### src/rtl/mulseq_pkg.sv
package mulseq_pkg;

    typedef enum logic {
        ST_IDLE = 1'b0,
        ST_RUN  = 1'b1
    } mul_state_e;

    typedef struct packed {
        logic n;
        logic z;
        logic v;
        logic c;
    } cc_flags_t;

    localparam logic [1:0] WE_BOTH = 2'b11;
    localparam logic [1:0] WE_LOW  = 2'b01;

    function automatic logic [31:0] twos_neg32(input logic [31:0] x);
        return ~x + 32'd1;
    endfunction

endpackage

### src/rtl/mulseq_prep.sv
module mulseq_prep #(
    parameter int W = 16
) (
    input  logic [W-1:0] a,
    input  logic [W-1:0] b,
    output logic [W-1:0] mag_a,
    output logic [W-1:0] mag_b,
    output logic         neg_res
);
    always_comb begin
        mag_a   = a[W-1] ? (~a + W'(1)) : a;
        mag_b   = b[W-1] ? (~b + W'(1)) : b;
        neg_res = a[W-1] ^ b[W-1];
    end
endmodule

### src/rtl/mulseq_core.sv
module mulseq_core #(
    parameter int W = 16
) (
    input  logic         clk,
    input  logic         rst,
    input  logic         load,
    input  logic [W-1:0] mcand,
    input  logic [W-1:0] mplier,
    output logic [2*W-1:0] prod,
    output logic         fin
);
    localparam int ITERS = W + 1;
    localparam int CW    = $clog2(ITERS + 1);

    logic           run_q;
    logic           fin_q;
    logic [CW-1:0]  cnt_q;
    logic           cy_q;
    logic [W-1:0]   hi_q;
    logic [W-1:0]   lo_q;
    logic [W-1:0]   mc_q;

    logic [W-1:0]   hi_sh;
    logic [W-1:0]   lo_sh;
    logic           bit_out;
    logic [W:0]     sum;

    always_comb begin
        hi_sh   = {cy_q, hi_q[W-1:1]};
        lo_sh   = {hi_q[0], lo_q[W-1:1]};
        bit_out = lo_q[0];
        sum     = {1'b0, hi_sh} + {1'b0, mc_q};
    end

    always_ff @(posedge clk) begin
        if (rst) begin
            run_q <= 1'b0;
            fin_q <= 1'b0;
            cnt_q <= '0;
            cy_q  <= 1'b0;
            hi_q  <= '0;
            lo_q  <= '0;
            mc_q  <= '0;
        end else if (load) begin
            run_q <= 1'b1;
            fin_q <= 1'b0;
            cnt_q <= '0;
            cy_q  <= 1'b0;
            hi_q  <= '0;
            lo_q  <= mplier;
            mc_q  <= mcand;
        end else if (run_q) begin
            lo_q <= lo_sh;
            if (bit_out) begin
                {cy_q, hi_q} <= sum;
            end else begin
                cy_q <= 1'b0;
                hi_q <= hi_sh;
            end
            cnt_q <= cnt_q + CW'(1);
            if (cnt_q == CW'(ITERS - 1)) begin
                run_q <= 1'b0;
                fin_q <= 1'b1;
            end
        end else begin
            fin_q <= 1'b0;
        end
    end

    assign prod = {hi_q, lo_q};
    assign fin  = fin_q;


    no_carry_left_chk: assert property (@(posedge clk) disable iff (rst)
        fin_q |-> !cy_q);


    iter_bound_chk: assert property (@(posedge clk) disable iff (rst)
        run_q |-> (cnt_q < CW'(ITERS)));
endmodule

### src/rtl/mulseq_fmt.sv
module mulseq_fmt
    import mulseq_pkg::*;
#(
    parameter int W = 16
) (
    input  logic [2*W-1:0] mag_prod,
    input  logic           neg_res,
    input  logic           odd_dst,
    output logic [W-1:0]   hi,
    output logic [W-1:0]   lo,
    output cc_flags_t      flags,
    output logic [1:0]     we
);
    logic [2*W-1:0] full;

    always_comb begin
        full    = neg_res ? (~mag_prod + (2*W)'(1)) : mag_prod;
        hi      = full[2*W-1:W];
        lo      = full[W-1:0];
        flags.n = full[2*W-1];
        flags.z = (full == '0);
        flags.v = 1'b0;
        flags.c = (hi != {W{lo[W-1]}});
        we      = odd_dst ? WE_LOW : WE_BOTH;
    end
endmodule

### src/rtl/mulseq_top.sv
module mulseq_top
    import mulseq_pkg::*;
#(
    parameter int W = 16
) (
    input  logic         clk,
    input  logic         rst,
    input  logic         start,
    input  logic [W-1:0] op_a,
    input  logic [W-1:0] op_b,
    input  logic         dst_odd,
    output logic         ready,
    output logic         busy,
    output logic         done,
    output logic [W-1:0] res_hi,
    output logic [W-1:0] res_lo,
    output logic [1:0]   wr_en,
    output logic         flag_n,
    output logic         flag_z,
    output logic         flag_v,
    output logic         flag_c
);
    mul_state_e     st_q;
    logic           accept;
    logic           neg_q;
    logic           odd_q;
    logic           done_q;
    logic [W-1:0]   hi_q;
    logic [W-1:0]   lo_q;
    logic [1:0]     we_q;
    cc_flags_t      flg_q;

    logic [W-1:0]   mag_a;
    logic [W-1:0]   mag_b;
    logic           neg_now;
    logic [2*W-1:0] mag_prod;
    logic           core_fin;
    logic [W-1:0]   f_hi;
    logic [W-1:0]   f_lo;
    cc_flags_t      f_flags;
    logic [1:0]     f_we;

    assign accept = start && (st_q == ST_IDLE);

    mulseq_prep #(.W(W)) u_prep (
        .a       (op_a),
        .b       (op_b),
        .mag_a   (mag_a),
        .mag_b   (mag_b),
        .neg_res (neg_now)
    );

    mulseq_core #(.W(W)) u_core (
        .clk    (clk),
        .rst    (rst),
        .load   (accept),
        .mcand  (mag_a),
        .mplier (mag_b),
        .prod   (mag_prod),
        .fin    (core_fin)
    );

    mulseq_fmt #(.W(W)) u_fmt (
        .mag_prod (mag_prod),
        .neg_res  (neg_q),
        .odd_dst  (odd_q),
        .hi       (f_hi),
        .lo       (f_lo),
        .flags    (f_flags),
        .we       (f_we)
    );

    always_ff @(posedge clk) begin
        if (rst) begin
            st_q   <= ST_IDLE;
            neg_q  <= 1'b0;
            odd_q  <= 1'b0;
            done_q <= 1'b0;
            hi_q   <= '0;
            lo_q   <= '0;
            we_q   <= '0;
            flg_q  <= '0;
        end else begin
            done_q <= 1'b0;
            case (st_q)
                ST_IDLE: begin
                    if (accept) begin
                        neg_q <= neg_now;
                        odd_q <= dst_odd;
                        st_q  <= ST_RUN;
                    end
                end
                ST_RUN: begin
                    if (core_fin) begin
                        hi_q   <= f_hi;
                        lo_q   <= f_lo;
                        we_q   <= f_we;
                        flg_q  <= f_flags;
                        done_q <= 1'b1;
                        st_q   <= ST_IDLE;
                    end
                end
                default: st_q <= ST_IDLE;
            endcase
        end
    end

    assign ready  = (st_q == ST_IDLE);
    assign busy   = (st_q == ST_RUN);
    assign done   = done_q;
    assign res_hi = hi_q;
    assign res_lo = lo_q;
    assign wr_en  = we_q;
    assign flag_n = flg_q.n;
    assign flag_z = flg_q.z;
    assign flag_v = flg_q.v;
    assign flag_c = flg_q.c;


    done_pulse_chk: assert property (@(posedge clk) disable iff (rst)
        done |=> !done);


    start_accept_chk: assert property (@(posedge clk) disable iff (rst)
        (start && ready) |=> (busy && !ready));


    result_hold_chk: assert property (@(posedge clk) disable iff (rst)
        (!done && !$past(rst)) |-> ($stable(res_hi) && $stable(res_lo) && $stable(wr_en)));


    zero_excl_chk: assert property (@(posedge clk) disable iff (rst)
        (done && flag_z) |-> (!flag_n && !flag_c));


    low_word_we_chk: assert property (@(posedge clk) disable iff (rst)
        done |-> wr_en[0]);
endmodule

### config.mk
export PLATFORM = sky130hd
export DESIGN_NAME = mulseq_top
export DESIGN_NICKNAME = d
export VERILOG_FILES = /design/src/rtl/mulseq_pkg.sv /design/src/rtl/mulseq_prep.sv /design/src/rtl/mulseq_core.sv /design/src/rtl/mulseq_fmt.sv /design/src/rtl/mulseq_top.sv
export SDC_FILE = /design/constraint.sdc
export NUM_CORES = 1
export LEC_CHECK = 0
export BUFFER_PORTS_ARGS = -buffer_cell sky130_fd_sc_hd__buf_2
export CORE_MARGIN = 3
export CORE_UTILIZATION = 26
export DETAILED_ROUTE_END_ITERATION = 8
export GPL_ROUTABILITY_DRIVEN = 0
export PLACE_DENSITY = 0.4
export SYNTH_ARGS = -nofsm -noshare
export SYNTH_HDL_FRONTEND = slang
export SYNTH_HIERARCHICAL = 1
export SYNTH_SLANG_ARGS = --single-unit
export TNS_END_PERCENT = 10
### constraint.sdc
create_clock -name clk -period 5.35 [get_ports clk]
set_clock_uncertainty 0.1 [all_clocks]
set_input_delay 0.2675 -clock clk [delete_from_list [all_inputs] [get_ports clk]]
set_output_delay 0.2675 -clock clk [all_outputs]
set_load 0.01 [all_outputs]
# Word level (Yosys, flattened, before mapping)
# Cells that the tools add are included.
# W data, S select, Z words.
[classes]
add_sub_neg = 5
n_eq_ne = 2
muxes = 15
n_bitwise = 6
n_reduce_logical = 8
[ops]
columns = ["cell", "n"]
rows = [
  ["$mux W16", 5],
  ["$add A16 B1 Y16 const B", 2],
  ["$add A32 B1 Y32 const B", 1],
  ["$logic_not A32 Y1", 1],
  ["$mux W32", 1],
  ["$not A16 Y16", 2],
  ["$not A32 Y32", 1],
  ["$add A16 B16 Y17", 1],
  ["$ne A16 B16 Y1", 1],
  ["$mux W1", 7],
  ["$add A5 B1 Y5 const B", 1],
  ["$eq A5 B5 Y1 const B", 1],
  ["$reduce_and A2 Y1", 2],
  ["$reduce_or A2 Y1", 2],
  ["$reduce_or A3 Y1", 1],
  ["$mux W2", 1],
  ["$not A1 Y1", 2],
  ["$pmux W1 S2", 1],
  ["$reduce_bool A2 Y1", 1],
  ["$logic_and A1 B1 Y1", 1],
  ["$xor A1 B1 Y1", 1],
]
[totals]
register_bits = 97
inputBits = 36
output_inout_bits = 41
wordCells = 53

# Longest topological paths before layout
[depth]
ltp_word = 4
ltp_mapped = 11
depth_no_buf = 11

# By module
# Netlist, hierarchy kept.
[modules_own_cells]
columns = ["mod", "instances", "cells_per_inst", "area_per_inst_um2", "seq_area_each_um2"]
rows = [
  ["mulseq_core", 1, 355, 3046.7, 1121.1],
  ["mulseq_top", 1, 191, 2063.2, 840.8],
  ["mulseq_fmt", 1, 154, 1133.6, 0.0],
  ["mulseq_prep", 1, 94, 749.5, 0.0],
]

# Least setup slack after synthesis
# No wires, ideal clock.
[synth_path]
path_type = "register to register"
startpoint = "register u_core.lo_q[14]"
endpoint = "register flg_q, in the netlist flag_c"
arrival_time_ps = 2538
required_ps = 5116
path_slack_ps = 2578
path_stages_with_launch = 11
path_buffers = 1
synth_period_minus_slack_ps = 2772
cell_sequence = "dfxtp_1 -> or4_1 -> or2_4 -> buf_6 -> o41ai_1 -> xor2_1 -> or3_1 -> nor3_1 -> o211ai_1 -> nand3_1 -> a21oi_1"
[synth_rtl]
columns = ["element", "line", "source"]
rows = [
  ["from (decl)", "mulseq_core.sv:20", "logic [W-1:0] lo_q;"],
  ["from (signal assigned)", "mulseq_core.sv:50", "lo_q <= mplier;"],
  ["from (signal assigned)", "mulseq_core.sv:53", "lo_q <= lo_sh;"],
  ["to (signal assigned)", "mulseq_top.sv:98", "flg_q <= f_flags;"],
  ["to (decl)", "mulseq_top.sv:31", "cc_flags_t flg_q;"],
]

==> results.py <==
metrics = {
    "power_and_ir_drop": {
        "powerDensity_mw_per_mm2": 245.1,
        "ir_drop_mv": 0.1366,
        "power.leakage_nw": 2.970,
    },
    "route": {
        "wl_um": 18810,
        "drc_errors": 0,
        "firstDrtPassIters": 4,
        "routed-via-count": 5679,
        "viasPerCell": 4.875,
        "dr.first_iter.drc_count": 308,
        "routedWlPerCell_um": 16.14,
        "drtAntennaViolNets": 0,
    },
    "grt": {
        "grt_first_pass_wirelength_um": 30080,
        "antenna_found_initial": 1,
        "grt_pass1_vias": 5303,
        "grt_max_degree": 83,
        "grt_overflow": 0,
        "track_usage": 0.1283,
    },
    "sta": {
        "drv_slew": 0,
        "hold_slack_ns": 0.07925,
        "setup_ws_ns": 2.110,
        "relSlewSlack": 0.3814,
        "finalHoldViolCount": 0,
        "period_needed_ns": 3.240,
        "worst_pin_slew_ns": 0.9279,
        "fmax_ghz": 0.3086,
        "period_share": 0.6056,
        "final-setup-viol-count": 0,
        "grt_setup_unrepaired": "false",
        "setup_tns_ns": 0,
    },
    "layout": {
        "final_area_mm2": 0.007736,
        "area_growth_pct": 10.63,
        "nets": 884,
        "num_antenna_cells": 0,
        "layout-drive-gt1-share": 0.2337,
        "fin_cells": 1165,
    },
    "floorplanning": {
        "core_mm2": 0.02628,
        "ios": 77,
        "die_h_um": 170,
        "die_area_mm2": 0.02890,
        "rows": 59,
        "die_x_um": 170,
        "initial_core_util": 0.2661,
    },
    "placement": {
        "dp_hpwl_um": 13610,
        "place_inst": 1149,
        "place_area_mm2": 0.007427,
        "io_buffers": 76,
        "preCtsSetupSlack_ns": 2.126,
    },
    "clock_tree": {
        "cts_tree": "done",
        "htreeDepth": 3,
        "clock_path_buffers": 2,
        "cts_sinks": 98,
        "clock-root-buffer": "clkbuf_16",
        "cts_hold_buf": 0,
        "clock_latency_ns": 0.35,
        "cts_resized": 0,
        "cts_made_buffers": 9,
        "path_clk_slew_ns": 0.07,
        "postCtsSetupBuffers": 0,
    },
    "yosys": {
        "synthSimpleGateAreaFrac": 0.1979,
        "synth-xor-area-share": 0.09018,
        "synthCells": 794,
        "synth-async-reset-ratio": 0,
        "synth_top_area_share": 0.2806,
        "syn_area_mm2": 0.006993,
        "synthFlopType": "dfxtp_1",
        "ys_ff_latch": 98,
        "synthMuxAreaShare": 0.06030,
        "synth-compound-area-share": 0.2537,
        "netlist_top_cells_area": "dfxtp_1, xnor2_1, mux2i_1",
        "ys_seq_area_frac": 0.2806,
        "syn_nets": 853,
        "synth_edf_count": 0,
        "synth.yosys.warnings": 6,
        "ys_types": 80,
        "yosys.area_share.adder": 0.04223,
        "avgSynthCellArea_um2": 8.807,
        "yosys.area.top_type": "dfxtp_1",
        "synth_top_family_by_area": "compound AO/OA/AOI/OAI gates",
    },
    "setup_path": {
        "critPathSlowestCell": "or4_1",
        "critPathMaxStageDelay_ns": 0.52,
        "cp-start-kind": "flip-flop",
        "path_max_fanout": 7,
        "path_delay_family": "simple AND/OR/NAND/NOR gates",
        "crit_type": "reg2reg",
        "crit_path_cell_trace": "inv_1, ha_1, nor4b_1, nand4_1, o21ai_0, xnor2_1, or4_1, nor4_2, and3_1, nand3_1, a21oi_2",
        "crit_required_ns": 5.53,
        "cp.arrival_ns": 3.42,
        "path_buf_inv": 1,
        "worst_setup_path_end_kind": "flip-flop",
    },
    "hold_path": {
        "hold_path.class": "in2reg",
    },
    "job": {
        "maxCapViolations": 0,
    },
    "status": {
        "status": "finished clean",
    },
}
==> cell usage after synthesis, drive strengths merged (3+ instances only) <==
| library cell | number |
|---|---|
| dfxtp | 98 |
| nor2 | 85 |
| a21oi | 76 |
| xnor2 | 52 |
| nand3 | 47 |
| mux2i | 41 |
| a21bo | 38 |
| buf | 36 |
| clkbuf | 27 |
| nand2 | 26 |
| o21ai | 26 |
| ha | 22 |
| inv | 22 |
| xor2 | 20 |
| o41ai | 16 |
| nor3 | 14 |
| o31ai | 14 |
| nor4 | 13 |
| nor2b | 12 |
| a31oi | 10 |
| or4 | 9 |
| a21o | 7 |
| nand2b | 7 |
| nand4 | 7 |
| a211oi | 6 |
| or2 | 6 |
| and3 | 5 |
| or3 | 5 |
| o22ai | 4 |
| a41oi | 3 |
| nand4bb | 3 |
| or4b | 3 |
==> placed cells by master, fill, tap and decap left out, types with 23 or more instances in the layout <==
cell type  instances
a21oi_1           53
nand2_1           26
o21ai_0           25
xnor2_1           52
nand3_1           35
buf_2             75
a21oi_2           23
a21bo_2           25
dfxtp_1           95
mux2i_1           41
nor2_1            85
==> metrics by stage <==
stage / total power, mW / utilization
finish: 1.896 / 0.2944
global route: 2.004 / 0.2944
CTS: 1.935 / 0.2944
detailed placement: 1.227 / 0.2826
global placement: 1.231 / 0.2826
floorplan: 1.126 / -
==> layout make-up <==
cell class	count	area [µm²]
multi-input combinational	610	4521
clock inverter	6	70.07
timing repair buffer	83	435.4
clock buffer	10	239.0
inverter	23	86.33
fill	2878	18540
sequential	98	1966
tap	335	419.2
==> where the power goes <==
part / total (mW) / internal [mW] / switching [mW]
registers: 0.791 / 0.754 / 0.0379
logic: 0.418 / 0.159 / 0.259
clock network: 0.687 / 0.382 / 0.305
total: 1.90 / 1.29 / 0.602
==> metal layers <==
metal,up-vias,part of all wire,global-route usage
li1,2935,-,-
met1,2629,0.55,0.2031
met2,99,0.40,0.1795
met3,14,0.039,0.02346
met4,2,0.0087,0.02434
met5,-,0.00037,0
==> path summary, 6_finish.rpt <==
check                              start                  end  slack (ns)  depth (start not counted)
min reg2reg           odd_q$_SDFFE_PP0P_   odd_q$_SDFFE_PP0P_        0.38                          2
min                              dst_odd   odd_q$_SDFFE_PP0P_        0.08                          3
max reg2reg  u_core/lo_q[1]$_SDFFE_PP0P_  flag_z$_SDFFE_PP0P_        2.11                         11
max          u_core/lo_q[1]$_SDFFE_PP0P_  flag_z$_SDFFE_PP0P_        2.11                         11
==> worst register-to-register path, cell delays in order, from the launching register on <==
cell and delay (ns):
dfxtp_1 0.38, inv_1 0.12, ha_1 0.18, nor4b_1 0.44, nand4_1 0.32, o21ai_0 0.30
xnor2_1 0.14, or4_1 0.52, nor4_2 0.27, and3_1 0.19, nand3_1 0.08, a21oi_2 0.15
==> registers in the layout (all words and copies together), names as in the netlist, 2 cells and up <==
signal / flops
u_core/lo_q: 16
res_lo: 16
wr_en: 2
res_hi: 16
u_core/mc_q: 16
u_core/cnt_q: 5
u_core/hi_q: 16
==> logic make-up after synthesis <==
kind of cell             after synthesis
AND/OR/NAND/NOR                      248
AO/OA/AOI/OAI                        223
flip-flops                            98
buffers and inverters                 86
XOR/XNOR                              72
multiplexers                          42
adder cells (fa/ha/maj)               23
other                                  2
No activity file was read; power rests on OpenSTA's default activity.
